--- config.mk ---
export PLATFORM = sky130hd
export DESIGN_NAME = remap_xlate
export DESIGN_NICKNAME = d
export VERILOG_FILES = /design/src/rtl/remap_pkg.sv /design/src/rtl/remap_cfg.sv /design/src/rtl/remap_aperture.sv /design/src/rtl/remap_tcache.sv /design/src/rtl/remap_walker.sv /design/src/rtl/remap_xlate.sv
export SDC_FILE = /design/constraint.sdc
export NUM_CORES = 1
export LEC_CHECK = 0
export CAP_MARGIN = 20
export CORE_MARGIN = 2
export CORE_UTILIZATION = 59
export CTS_CLUSTER_DIAMETER = 120
export DETAILED_ROUTE_END_ITERATION = 10
export GPL_TIMING_DRIVEN = 0
export PLACE_DENSITY = 0.83
export REMOVE_ABC_BUFFERS = 1
export SLEW_MARGIN = 20
export SYNTH_ARGS = -nofsm -noshare
export SYNTH_HDL_FRONTEND = slang
export SYNTH_SLANG_ARGS = --single-unit
export TNS_END_PERCENT = 10
--- constraint.sdc ---
create_clock -name clk -period 11.4 [get_ports clk]
set_clock_uncertainty 0.15 [all_clocks]
set_input_delay 1.14 -clock clk [delete_from_list [all_inputs] [get_ports clk]]
set_output_delay 1.14 -clock clk [all_outputs]
set_load 0.05 [all_outputs]
--- src/rtl/remap_pkg.sv ---
package remap_pkg;
  localparam int PA_W     = 40;
  localparam int BUS_W    = 32;
  localparam int PG_SH    = 12;
  localparam int VPN_W    = BUS_W - PG_SH;
  localparam int ORD_W    = 3;
  localparam int AP_FLD_W = 15;
  localparam int AP_SH    = 25;
  localparam int TB_FLD_W = PA_W - PG_SH;
  localparam int ENT_W    = 32;
  localparam int REG_W    = 32;
  localparam int OFS_W    = 8;

  localparam logic [OFS_W-1:0] OFS_CTRL  = 8'h90;
  localparam logic [OFS_W-1:0] OFS_APWIN = 8'h94;
  localparam logic [OFS_W-1:0] OFS_TBASE = 8'h98;

  typedef enum logic [1:0] {
    W_IDLE  = 2'd0,
    W_FETCH = 2'd1,
    W_WAIT  = 2'd2
  } walk_st_e;

  typedef struct packed {
    logic            fault;
    logic            coh;
    logic [PA_W-1:0] paddr;
  } xl_rsp_t;

  // Builds the response for one page entry and the in-page offset.
  function automatic xl_rsp_t decode_entry(input logic [ENT_W-1:0] e,
                                           input logic [PG_SH-1:0] low);
    xl_rsp_t r;
    r = '0;
    if (e[0]) begin
      r.coh   = e[1];
      r.paddr = {e[11:4], e[31:12], low};
    end else begin
      r.fault = 1'b1;
    end
    return r;
  endfunction
endpackage

--- src/rtl/remap_cfg.sv ---
module remap_cfg
  import remap_pkg::*;
(
  input  logic                clk,
  input  logic                rst_n,
  input  logic                cfg_we,
  input  logic [OFS_W-1:0]    cfg_addr,
  input  logic [REG_W-1:0]    cfg_wdata,
  output logic [REG_W-1:0]    cfg_rdata,
  output logic                xl_en,
  output logic [ORD_W-1:0]    ap_order,
  output logic [AP_FLD_W-1:0] ap_field,
  output logic [TB_FLD_W-1:0] tb_field,
  output logic                en_drop
);
  logic [REG_W-1:0]    ctrl_q, ctrl_d;
  logic [AP_FLD_W-1:0] ap_q, ap_d;
  logic [TB_FLD_W-1:0] tb_q, tb_d;
  logic                ctrl_wr, ap_wr, tb_wr;

  always_comb begin
    ctrl_wr = cfg_we && (cfg_addr == OFS_CTRL);
    ap_wr   = cfg_we && (cfg_addr == OFS_APWIN);
    tb_wr   = cfg_we && (cfg_addr == OFS_TBASE);
    ctrl_d  = cfg_wdata;
    if (cfg_wdata[0]) ctrl_d[5:4] = 2'b00;
    ap_d    = cfg_wdata[AP_FLD_W-1:0];
    tb_d    = cfg_wdata[REG_W-1:REG_W-TB_FLD_W];
    en_drop = ctrl_wr && ctrl_q[0] && !cfg_wdata[0];
  end

  always_ff @(posedge clk or negedge rst_n) begin
    if (!rst_n) begin
      ctrl_q <= '0;
      ap_q   <= '0;
      tb_q   <= '0;
    end else begin
      if (ctrl_wr) ctrl_q <= ctrl_d;
      if (ap_wr)   ap_q   <= ap_d;
      if (tb_wr)   tb_q   <= tb_d;
    end
  end

  always_comb begin
    case (cfg_addr)
      OFS_CTRL:  cfg_rdata = ctrl_q;
      OFS_APWIN: cfg_rdata = {{(REG_W-AP_FLD_W){1'b0}}, ap_q};
      OFS_TBASE: cfg_rdata = {tb_q, {(REG_W-TB_FLD_W){1'b0}}};
      default:   cfg_rdata = '0;
    endcase
  end

  assign xl_en    = ctrl_q[0];
  assign ap_order = ctrl_q[ORD_W:1];
  assign ap_field = ap_q;
  assign tb_field = tb_q;
endmodule

--- src/rtl/remap_aperture.sv ---
module remap_aperture
  import remap_pkg::*;
(
  input  logic                xl_en,
  input  logic [ORD_W-1:0]    ap_order,
  input  logic [AP_FLD_W-1:0] ap_field,
  input  logic [BUS_W-1:0]    bus_addr,
  output logic                pass,
  output logic [VPN_W-1:0]    page_idx
);
  localparam int EXT_W = PA_W + 1;
  localparam logic [EXT_W-1:0] LIMIT = EXT_W'(1) << BUS_W;

  logic [EXT_W-1:0] base_x, span_x, end_x, addr_x;
  logic [5:0]       sh;
  logic             win_ok, in_win;

  always_comb begin
    sh       = 6'(AP_SH) + 6'(ap_order);
    base_x   = {1'b0, ap_field, {AP_SH{1'b0}}};
    span_x   = EXT_W'(1) << sh;
    end_x    = base_x + span_x;
    addr_x   = EXT_W'(bus_addr);
    win_ok   = (ap_field != '0) && (end_x <= LIMIT);
    in_win   = (addr_x >= base_x) && (addr_x < end_x);
    pass     = xl_en && win_ok && in_win;
    // base has no bits below AP_SH, so the page subtraction needs no borrow in
    page_idx = bus_addr[BUS_W-1:PG_SH] - base_x[BUS_W-1:PG_SH];
  end
endmodule

--- src/rtl/remap_tcache.sv ---
module remap_tcache #(
  parameter int N_WAYS = 4,
  parameter int TAG_W  = 20,
  parameter int DAT_W  = 32
) (
  input  logic             clk,
  input  logic             rst_n,
  input  logic             clear,
  input  logic [TAG_W-1:0] look_tag,
  output logic             hit,
  output logic [DAT_W-1:0] hit_data,
  input  logic             fill_en,
  input  logic [TAG_W-1:0] fill_tag,
  input  logic [DAT_W-1:0] fill_data
);
  localparam int PTR_W = (N_WAYS > 1) ? $clog2(N_WAYS) : 1;
  localparam logic [PTR_W-1:0] LAST = PTR_W'(N_WAYS - 1);

  logic [N_WAYS-1:0] vld_q, vld_d, match;
  logic [PTR_W-1:0]  rr_q, rr_d;
  logic [DAT_W-1:0]  sel_data [N_WAYS];
  logic              do_fill;

  assign do_fill = fill_en && !clear;

  for (genvar g = 0; g < N_WAYS; g++) begin : g_way
    logic [TAG_W-1:0] tag_q;
    logic [DAT_W-1:0] dat_q;
    logic             wr_en;

    assign wr_en       = do_fill && (rr_q == PTR_W'(g));
    assign match[g]    = vld_q[g] && (tag_q == look_tag);
    assign sel_data[g] = match[g] ? dat_q : '0;

    always_ff @(posedge clk or negedge rst_n) begin
      if (!rst_n) begin
        tag_q <= '0;
        dat_q <= '0;
      end else if (wr_en) begin
        tag_q <= fill_tag;
        dat_q <= fill_data;
      end
    end
  end

  always_comb begin
    hit_data = '0;
    for (int i = 0; i < N_WAYS; i++) hit_data = hit_data | sel_data[i];
    hit = |match;
  end

  always_comb begin
    vld_d = vld_q;
    rr_d  = rr_q;
    if (clear) begin
      vld_d = '0;
    end else if (do_fill) begin
      vld_d[rr_q] = 1'b1;
      rr_d        = (rr_q == LAST) ? '0 : rr_q + 1'b1;
    end
  end

  always_ff @(posedge clk or negedge rst_n) begin
    if (!rst_n) begin
      vld_q <= '0;
      rr_q  <= '0;
    end else begin
      vld_q <= vld_d;
      rr_q  <= rr_d;
    end
  end
endmodule

--- src/rtl/remap_walker.sv ---
module remap_walker
  import remap_pkg::*;
(
  input  logic             clk,
  input  logic             rst_n,
  input  logic             req_valid,
  input  logic [BUS_W-1:0] req_addr,
  output logic             req_ready,
  input  logic             pass,
  input  logic             hit,
  input  logic [ENT_W-1:0] hit_data,
  input  logic [PA_W-1:0]  ent_addr,
  output logic             mem_req_valid,
  output logic [PA_W-1:0]  mem_req_addr,
  input  logic             mem_req_ready,
  input  logic             mem_rsp_valid,
  input  logic [ENT_W-1:0] mem_rsp_data,
  output logic             mem_rsp_ready,
  output logic             rsp_valid,
  output logic             rsp_fault,
  output logic             rsp_coherent,
  output logic [PA_W-1:0]  rsp_paddr,
  output logic             fill_en,
  output logic [VPN_W-1:0] fill_tag,
  output logic [ENT_W-1:0] fill_data
);
  walk_st_e         st_q, st_d;
  logic [PA_W-1:0]  ea_q;
  logic [PG_SH-1:0] low_q;
  logic [VPN_W-1:0] tag_q;
  xl_rsp_t          rsp_q, rsp_d;
  logic             rsp_v_q, rsp_v_d;
  logic             cap_en, rsp_ld;

  always_comb begin
    st_d    = st_q;
    cap_en  = 1'b0;
    rsp_ld  = 1'b0;
    rsp_d   = rsp_q;
    rsp_v_d = 1'b0;
    fill_en = 1'b0;
    case (st_q)
      W_IDLE: begin
        if (req_valid) begin
          if (!pass) begin
            rsp_ld      = 1'b1;
            rsp_d       = '0;
            rsp_d.fault = 1'b1;
            rsp_v_d     = 1'b1;
          end else if (hit) begin
            rsp_ld  = 1'b1;
            rsp_d   = decode_entry(hit_data, req_addr[PG_SH-1:0]);
            rsp_v_d = 1'b1;
          end else begin
            cap_en = 1'b1;
            st_d   = W_FETCH;
          end
        end
      end
      W_FETCH: begin
        if (mem_req_ready) st_d = W_WAIT;
      end
      W_WAIT: begin
        if (mem_rsp_valid) begin
          st_d    = W_IDLE;
          rsp_ld  = 1'b1;
          rsp_d   = decode_entry(mem_rsp_data, low_q);
          rsp_v_d = 1'b1;
          fill_en = mem_rsp_data[0];
        end
      end
      default: st_d = W_IDLE;
    endcase
  end

  always_ff @(posedge clk or negedge rst_n) begin
    if (!rst_n) begin
      st_q    <= W_IDLE;
      ea_q    <= '0;
      low_q   <= '0;
      tag_q   <= '0;
      rsp_q   <= '0;
      rsp_v_q <= 1'b0;
    end else begin
      st_q    <= st_d;
      rsp_v_q <= rsp_v_d;
      if (cap_en) begin
        ea_q  <= ent_addr;
        low_q <= req_addr[PG_SH-1:0];
        tag_q <= req_addr[BUS_W-1:PG_SH];
      end
      if (rsp_ld) rsp_q <= rsp_d;
    end
  end

  assign req_ready     = (st_q == W_IDLE);
  assign mem_req_valid = (st_q == W_FETCH);
  assign mem_rsp_ready = (st_q == W_WAIT);
  assign mem_req_addr  = ea_q;
  assign rsp_valid     = rsp_v_q;
  assign rsp_fault     = rsp_q.fault;
  assign rsp_coherent  = rsp_q.coh;
  assign rsp_paddr     = rsp_q.paddr;
  assign fill_tag      = tag_q;
  assign fill_data     = mem_rsp_data;
endmodule

--- src/rtl/remap_xlate.sv ---
module remap_xlate
  import remap_pkg::*;
#(
  parameter int N_WAYS = 4
) (
  input  logic             clk,
  input  logic             rst_n,
  input  logic             cfg_we,
  input  logic [OFS_W-1:0] cfg_addr,
  input  logic [REG_W-1:0] cfg_wdata,
  output logic [REG_W-1:0] cfg_rdata,
  input  logic             flush,
  input  logic             req_valid,
  input  logic [BUS_W-1:0] req_addr,
  output logic             req_ready,
  output logic             rsp_valid,
  output logic             rsp_fault,
  output logic             rsp_coherent,
  output logic [PA_W-1:0]  rsp_paddr,
  output logic             mem_req_valid,
  output logic [PA_W-1:0]  mem_req_addr,
  input  logic             mem_req_ready,
  input  logic             mem_rsp_valid,
  input  logic [ENT_W-1:0] mem_rsp_data,
  output logic             mem_rsp_ready
);
  logic                xl_en, en_drop, pass, hit, fill_en, cache_clr;
  logic [ORD_W-1:0]    ap_order;
  logic [AP_FLD_W-1:0] ap_field;
  logic [TB_FLD_W-1:0] tb_field;
  logic [VPN_W-1:0]    page_idx, fill_tag;
  logic [ENT_W-1:0]    hit_data, fill_data;
  logic [PA_W-1:0]     ent_addr;

  remap_cfg u_cfg (
    .clk      (clk),
    .rst_n    (rst_n),
    .cfg_we   (cfg_we),
    .cfg_addr (cfg_addr),
    .cfg_wdata(cfg_wdata),
    .cfg_rdata(cfg_rdata),
    .xl_en    (xl_en),
    .ap_order (ap_order),
    .ap_field (ap_field),
    .tb_field (tb_field),
    .en_drop  (en_drop)
  );

  remap_aperture u_win (
    .xl_en   (xl_en),
    .ap_order(ap_order),
    .ap_field(ap_field),
    .bus_addr(req_addr),
    .pass    (pass),
    .page_idx(page_idx)
  );

  assign ent_addr  = {tb_field, {PG_SH{1'b0}}} +
                     {{(PA_W-VPN_W-2){1'b0}}, page_idx, 2'b00};
  assign cache_clr = flush || en_drop;

  remap_tcache #(
    .N_WAYS(N_WAYS),
    .TAG_W (VPN_W),
    .DAT_W (ENT_W)
  ) u_tc (
    .clk      (clk),
    .rst_n    (rst_n),
    .clear    (cache_clr),
    .look_tag (req_addr[BUS_W-1:PG_SH]),
    .hit      (hit),
    .hit_data (hit_data),
    .fill_en  (fill_en),
    .fill_tag (fill_tag),
    .fill_data(fill_data)
  );

  remap_walker u_walk (
    .clk          (clk),
    .rst_n        (rst_n),
    .req_valid    (req_valid),
    .req_addr     (req_addr),
    .req_ready    (req_ready),
    .pass         (pass),
    .hit          (hit),
    .hit_data     (hit_data),
    .ent_addr     (ent_addr),
    .mem_req_valid(mem_req_valid),
    .mem_req_addr (mem_req_addr),
    .mem_req_ready(mem_req_ready),
    .mem_rsp_valid(mem_rsp_valid),
    .mem_rsp_data (mem_rsp_data),
    .mem_rsp_ready(mem_rsp_ready),
    .rsp_valid    (rsp_valid),
    .rsp_fault    (rsp_fault),
    .rsp_coherent (rsp_coherent),
    .rsp_paddr    (rsp_paddr),
    .fill_en      (fill_en),
    .fill_tag     (fill_tag),
    .fill_data    (fill_data)
  );
endmodule

**After elaboration in Yosys (flattened, before gate mapping)**

Cells that the tools add are included.

- Bits in latches: 0
- Memories: 0
- Input port bits: 111
- RAM bits: 0
- Flip-flop bits (word level): 406
- Bits in read-only memories: 0
- Output and inout bits: 118

- Order comparisons: 5
- Reductions and logical operators: 31
- Bitwise operators: 5
- $add $sub $neg: 5
- Mux-type cells: 37
- $mul: 0
- Equal/unequal tests: 18
- Div/mod/pow operators: 0
- Shift-type cells: 1

Operator list:

| cell | count |
|---|---|
| $mux 42 | 4 |
| $mux 32 | 4 |
| $or 32x32->32 | 3 |
| $pmux 32 s3 | 1 |
| $pmux 42 s2 | 1 |
| $mux 41 | 2 |
| $eq 20x20->1 | 4 |
| $add 40x41->41 | 1 |
| $le 41x33->1 const B | 1 |
| $lt 32x41->1 | 1 |
| $shl 1x6->41 const A | 1 |
| $add 40x22->40 | 1 |
| $ge 32x40->1 | 1 |
| $eq 8x8->1 const B | 3 |
| $sub 20x20->20 | 1 |
| $logic_and 1x1->1 | 19 |
| $reduce_bool 15->1 | 1 |
| $mux 2 | 7 |
| $mux 1 | 13 |
| $reduce_and 5->1 | 2 |
| $mux 4 | 2 |
| $add 5x3->6 const A | 1 |
| $eq 2x2->1 const B | 3 |
| $ne 2x2->1 const B | 3 |
| 17 further kinds | 22 |

**Depth between registers and ports, before layout**

- Depth after elaboration: 11
- Mapped depth: 23
- Mapped depth without buffers: 19

**Hierarchy**

From an unflattened synthesis, not the netlist that was laid out.

- Cell total of the unflattened synthesis: 1754
- Area total of the unflattened synthesis: 21678.3 µm²

By module, submodules not included:

| module | cells an instance | instances | area each (µm²) |
|---|---|---|---|
| remap_tcache | 775 | 1 | 10173.5 |
| remap_walker | 342 | 1 | 5235.0 |
| remap_cfg | 269 | 1 | 3544.6 |
| remap_aperture | 253 | 1 | 1886.8 |
| remap_xlate | 115 | 1 | 838.3 |

**Worst setup path after synthesis**

Ideal clock, no wire load.

- Path type: flip-flop to flip-flop
- Start point: register u_cfg.ctrl_q[1]
- End point: register u_walk.rsp_q (netlist bit u_walk.rsp_paddr[32])
- Library setup time: 0.128 ns
- Arrival time: 4.385 ns
- Setup slack: 6.737 ns
- Required time: 11.122 ns
- Period minus slack after synthesis: 4.663 ns
- Buffers on the path: 4
- Stages on the path, launching flop included: 22
- Cells stage by stage: dfrtp_1 > clkbuf_1 > nand2_1 > inv_1 > ha_1 > clkbuf_1 > nor4_1 > ha_1 > inv_1 > fa_1 > nor2b_1 > o2111ai_2 > a31oi_2 > a31o_2 > ha_1 > a211oi_1 > a31oi_1 > nor3_4 > a22o_4 > buf_6 > buf_6 > mux2_1

- Word-level cells in the longest chain between the ends: 11
- Elaborated cells on any way between the ends: 17
- Classes of those cells: 2 x add/sub; 2 x order compare; 1 x eq/ne; 1 x shift; 6 x mux; 5 x reduce/logical

RTL lines:

| item | line | RTL |
|---|---|---|
| start, declared | remap_cfg.sv:16 | `logic [REG_W-1:0] ctrl_q, ctrl_d;` |
| start signal, assigned | remap_cfg.sv:38 | `if (ctrl_wr) ctrl_q <= ctrl_d;` |
| $add 5x3->6 (*) | remap_aperture.sv:19 | `sh = 6'(AP_SH) + 6'(ap_order);` |
| $shl 1x6->41 (*) | remap_aperture.sv:21 | `span_x = EXT_W'(1) << sh;` |
| $add 40x41->41 (*) | remap_aperture.sv:22 | `end_x = base_x + span_x;` |
| $le 41x33->1 | remap_aperture.sv:24 | `win_ok = (ap_field != '0) && (end_x <= LIMIT);` |
| $logic_and 1x1->1 | remap_aperture.sv:24 |  |
| $logic_and 1x1->1 | remap_aperture.sv:26 | `pass = xl_en && win_ok && in_win;` |
| $logic_and 1x1->1 (*) | remap_aperture.sv:26 |  |
| $mux 1 | remap_walker.sv:45 | `if (!pass) begin` |
| $mux 1 | remap_walker.sv:44 | `if (req_valid) begin` |
| $pmux 1 s2 | remap_walker.sv:42 | `case (st_q)` |
| $reduce_and 5->1 (no source line) | - |  |
| end signal, assigned | remap_walker.sv:92 | `if (rsp_ld) rsp_q <= rsp_d;` |
| end, declared | remap_walker.sv:31 | `xl_rsp_t rsp_q, rsp_d;` |

Every way passes the cells marked *; elsewhere a longest branch is shown, timed or not. The select of a mux whose other input is x is not followed.
A chain may end at the register's enable or synchronous reset.

**Worst setup path in the final report**

- Start point: input port cfg_addr[2]
- End point: output port cfg_rdata[20]

- Word-level cells in the longest chain between the ends: 2
- Elaborated cells on any way between the ends: 4
- Classes of those cells: 3 x eq/ne; 1 x mux

RTL lines:

| item | line | RTL |
|---|---|---|
| start, declared | remap_xlate.sv:9 | `input logic [OFS_W-1:0] cfg_addr,` |
| $eq 8x8->1 | remap_cfg.sv:45 | `case (cfg_addr)` |
| $pmux 32 s3 (*) | remap_cfg.sv:45 |  |
| end, declared | remap_xlate.sv:11 | `output logic [REG_W-1:0] cfg_rdata,` |

Every way passes the cells marked *; elsewhere a longest branch is shown, timed or not.

==> results.md <==
* Setup CP Type: in -> out
* Final Hold Fails at 0
* CTS tree: built
* Main combinational cell family by area after synthesis: multiplexers
* GRT overflow at 0
* WL per Instance at 21.70 um
* Maximum clock rate at 165.3 MHz
* Final critical-path share of the clock period at 0.5308
* Core Util, Final at 0.7206
* Met1 Track Usage GR at 0.3751
* Xor and xnor area share after synthesis at 0.05061
* CP max FO at 18
* Antenna-violating nets left at 0
* Count of boundary I/O pins at between 200 and 250
* Status: finished clean
* Busiest layer in global routing: met2
* Worst Path Required at 10.11 ns
* Root buffer cell: clkbuf_16
* Simple-gate share of the synthesized area at 0.07966
* Yosys top cell area share at 0.4812
* Synthesized area at ~20,000 um2
* Static Leakage at 11.73 nW
* Number of synthesized flops with an enable pin at 0
* Post-CTS sizing at 0
* Synth warn at 0
* Final setup vio count at 0
* Max-slew violations at 0
* Area occupied by multi-input gates at ~9800 um2
* Mapped Avg Cell Area at between 10 and 15 um2
* Initial antenna violation count at 2
* Die Span Y at 188.5 um
* Clock latency on the worst-skew pair at between 0.5 and 0.6 ns
* Die Footprint at 35,510 um2
* CTS Buf Count at 41
* Post-synthesis cell type count at 70
* Final GP Congestion at 0.8458
* Placed instance area at between 20,000 and 25,000 um2
* M2 GR Usage at 0.4818
* Met3 Usage GRT at 0.07227
* Count of clock tree sinks at 386
* Final Cell Area at approximately 24,000 um2
* Fin Setup TNS at 0 ns
* Core area at 33,530 um2
* Count leader, synth: dfrtp_1
* Post-CTS Setup Inserts at 0
* Number of I/O port buffers at approximately 220
* Post-synthesis compound-gate area fraction at 0.09207
* Largest area contributor in the netlist: dfrtp_1
* Crit start category: primary input
* Gate Count Post-Synth at 1,669
* Number of global-route vias before repair at 15,160
* Worst-Margin Slew at around 1.1 ns
* Worst-path clk slew at 0.06 ns
* Die Width at around 190 um
* RSZ-0062 raised after global routing: no
* Worst Hold Class: in -> async
* Vias at about 14,000
* Global Route Usage Sum at 0.2905
* WL final at 50,960 um
* Post-synthesis sequential area ratio at 0.4812
* Starting Density at 0.5986
* Maximum number of pins on one net before global-route repair at 97
* Global-route wire length before repair at 82,660 um
* Htree depth at 2
* Power per cell area at ~130 nW/um2
* Layout cells sized above 1 at 0.1975
* Drt via density at 6.124
* Detail Placement HPWL at ~34,000 um
* Final Critical Period at 6.051 ns
* Initial DRC Count at approximately 930
* DRC errors left at 0
* Async SR Flop Fraction at 1.000
* Synthesized flop and latch total at 386
* # hold bufs at CTS at 0
* Adder and majority gate portion of the synthesized area at 0.04538
* Maximum vdd ir drop at between 0.0001 and 0.00015 V
* Register Area at just under 10,000 um2
* CTS max path bufs at 3
* WP data arrival at 4.76 ns
* Total power at 3.058 mW
* Row count at 67
* Worst rel slew slack at 0.2325
* Nets at between 2,000 and 2,500
* Crit path capture type: output pin
* Area contributors post-synth: dfrtp_1 48%, mux2_2 15%, mux2_1 5.1%
* Fillers at 2,203
* Most used DFF post-synth: dfrtp_1
* Synth-to-layout area growth at 20.38%
* Synth cell count leaders: 386 x dfrtp_1, 259 x mux2_2, 91 x mux2_1
* DR pass1 iterations at 5
* MaxCap Viol Count at 0
* Post-synthesis mux area share at 0.2108
[per-stage QoR]
| step | setup slack (ns) | cells | hold WS (ns) |
|---|---|---|---|
| global route | 5.077 | 2348 | 0.3262 |
| finish | 5.349 | 2348 | 0.3114 |
| floorplan | 5.569 | 1575 | 0.2753 |
| CTS | 5.408 | 2347 | 0.3155 |
| detailed placement | 5.407 | 2272 | 0.2977 |
| global placement | -7.340 | 2247 | 0.2909 |
[layout by cell type (no fill, tap or decap), types with 5 or more instances in the layout]
master	synthesis	final
dfrtp_1	386	386
mux2_2	259	259
clkdlybuf4s50_1	0	223
mux2_1	91	91
a22o_1	75	75
ha_1	68	68
xnor2_1	60	60
nand2_1	61	59
nor2_1	58	57
xor2_1	56	56
a21oi_1	52	52
inv_1	49	49
clkbuf_16	0	43
nor3_1	44	42
mux2i_1	29	29
a221oi_1	29	29
o21ai_0	24	24
nor4_1	23	23
and3_1	23	23
conb_1	2	23
nand3_1	21	21
nand4_1	16	16
nor3b_1	14	14
a21o_1	12	12
clkbuf_8	0	12
nand2b_1	11	11
clkbuf_1	45	11
buf_6	11	9
nor2b_1	9	8
buf_8	0	6
o21a_1	5	5
a211oi_1	5	5
nand2_4	1	5
clkinv_2	0	5
buf_4	13	5
[registers in the layout, summed over array words and instances, names as in the netlist]
signal,count
u_walk.mem_req_addr,28
u_cfg.tb_field,28
u_walk.rsp_valid,1
u_tc.g_way.dat_q,120
u_tc.g_way.tag_q,80
u_walk.rsp_coherent,1
u_cfg.ctrl_q,32
u_walk.st_q,2
u_walk.low_q,12
u_tc.vld_q,4
u_cfg.ap_field,15
u_walk.fill_tag,20
u_walk.rsp_fault,1
u_tc.rr_q,2
u_walk.rsp_paddr,40
[where the power goes]
group	switching (mW)	internal (mW)
clock	0.545	0.815
sequential	0.0190	1.39
combinational	0.166	0.124
total	0.730	2.33
[kinds of logic after synthesis]
group	after synthesis
buffers and inverters	164
AOI/OAI and AO/OA	245
and+or+nand+nor	306
adders and majority gates	71
xor gates and xnor gates	116
muxes	379
other	2
DFF	386
[path summary, 6_finish.rpt]
kind | endpoint | start | slack, ns | cells after the start
worst max-delay path | cfg_rdata[20] | cfg_addr[2] | 5.35 | 6
worst min-delay path | u_tc.g_way[3].dat_q[1]$_DFFE_PN0P_ | rst_n | 0.31 | 1
worst max register to register | u_walk.mem_req_addr[26]$_DFFE_PN0P_ | u_cfg.ctrl_q[2]$_DFFE_PN0P_ | 5.36 | 21
worst min register to register | u_tc.g_way[0].dat_q[0]$_DFFE_PN0P_ | u_tc.g_way[0].dat_q[0]$_DFFE_PN0P_ | 0.32 | 1
max in group asynchronous | u_walk.rsp_paddr[2]$_DFFE_PN0P_ | rst_n | 9.59 | 3
min in group clk | u_tc.g_way[0].dat_q[0]$_DFFE_PN0P_ | u_tc.g_way[0].dat_q[0]$_DFFE_PN0P_ | 0.32 | 1
[routing by layer]
metal	up-vias	wire length (um)
li1	6439	-
met3	114	3992
met4	2	1536
met1	7310	20690
met2	514	24730
met5	-	12
[critical path: stages]
cell and delay [ns]:
clkdlybuf4s50_1 1.01, nor2b_1 0.97, nor2b_2 0.37, buf_6 0.23, a22o_1 0.20, clkdlybuf4s50_1 0.81
[cell type report]
cell class                 count  share of cell area
multi-input combinational   1140              0.4040
sequential                   386              0.3997
timing repair buffer         249              0.1081
clock buffer                  66             0.05307
tap                          448             0.02320
inverter                      49            0.007611
clock inverter                 9            0.004194
antenna                        1           0.0001036
(Power assumes the default switching activity.)
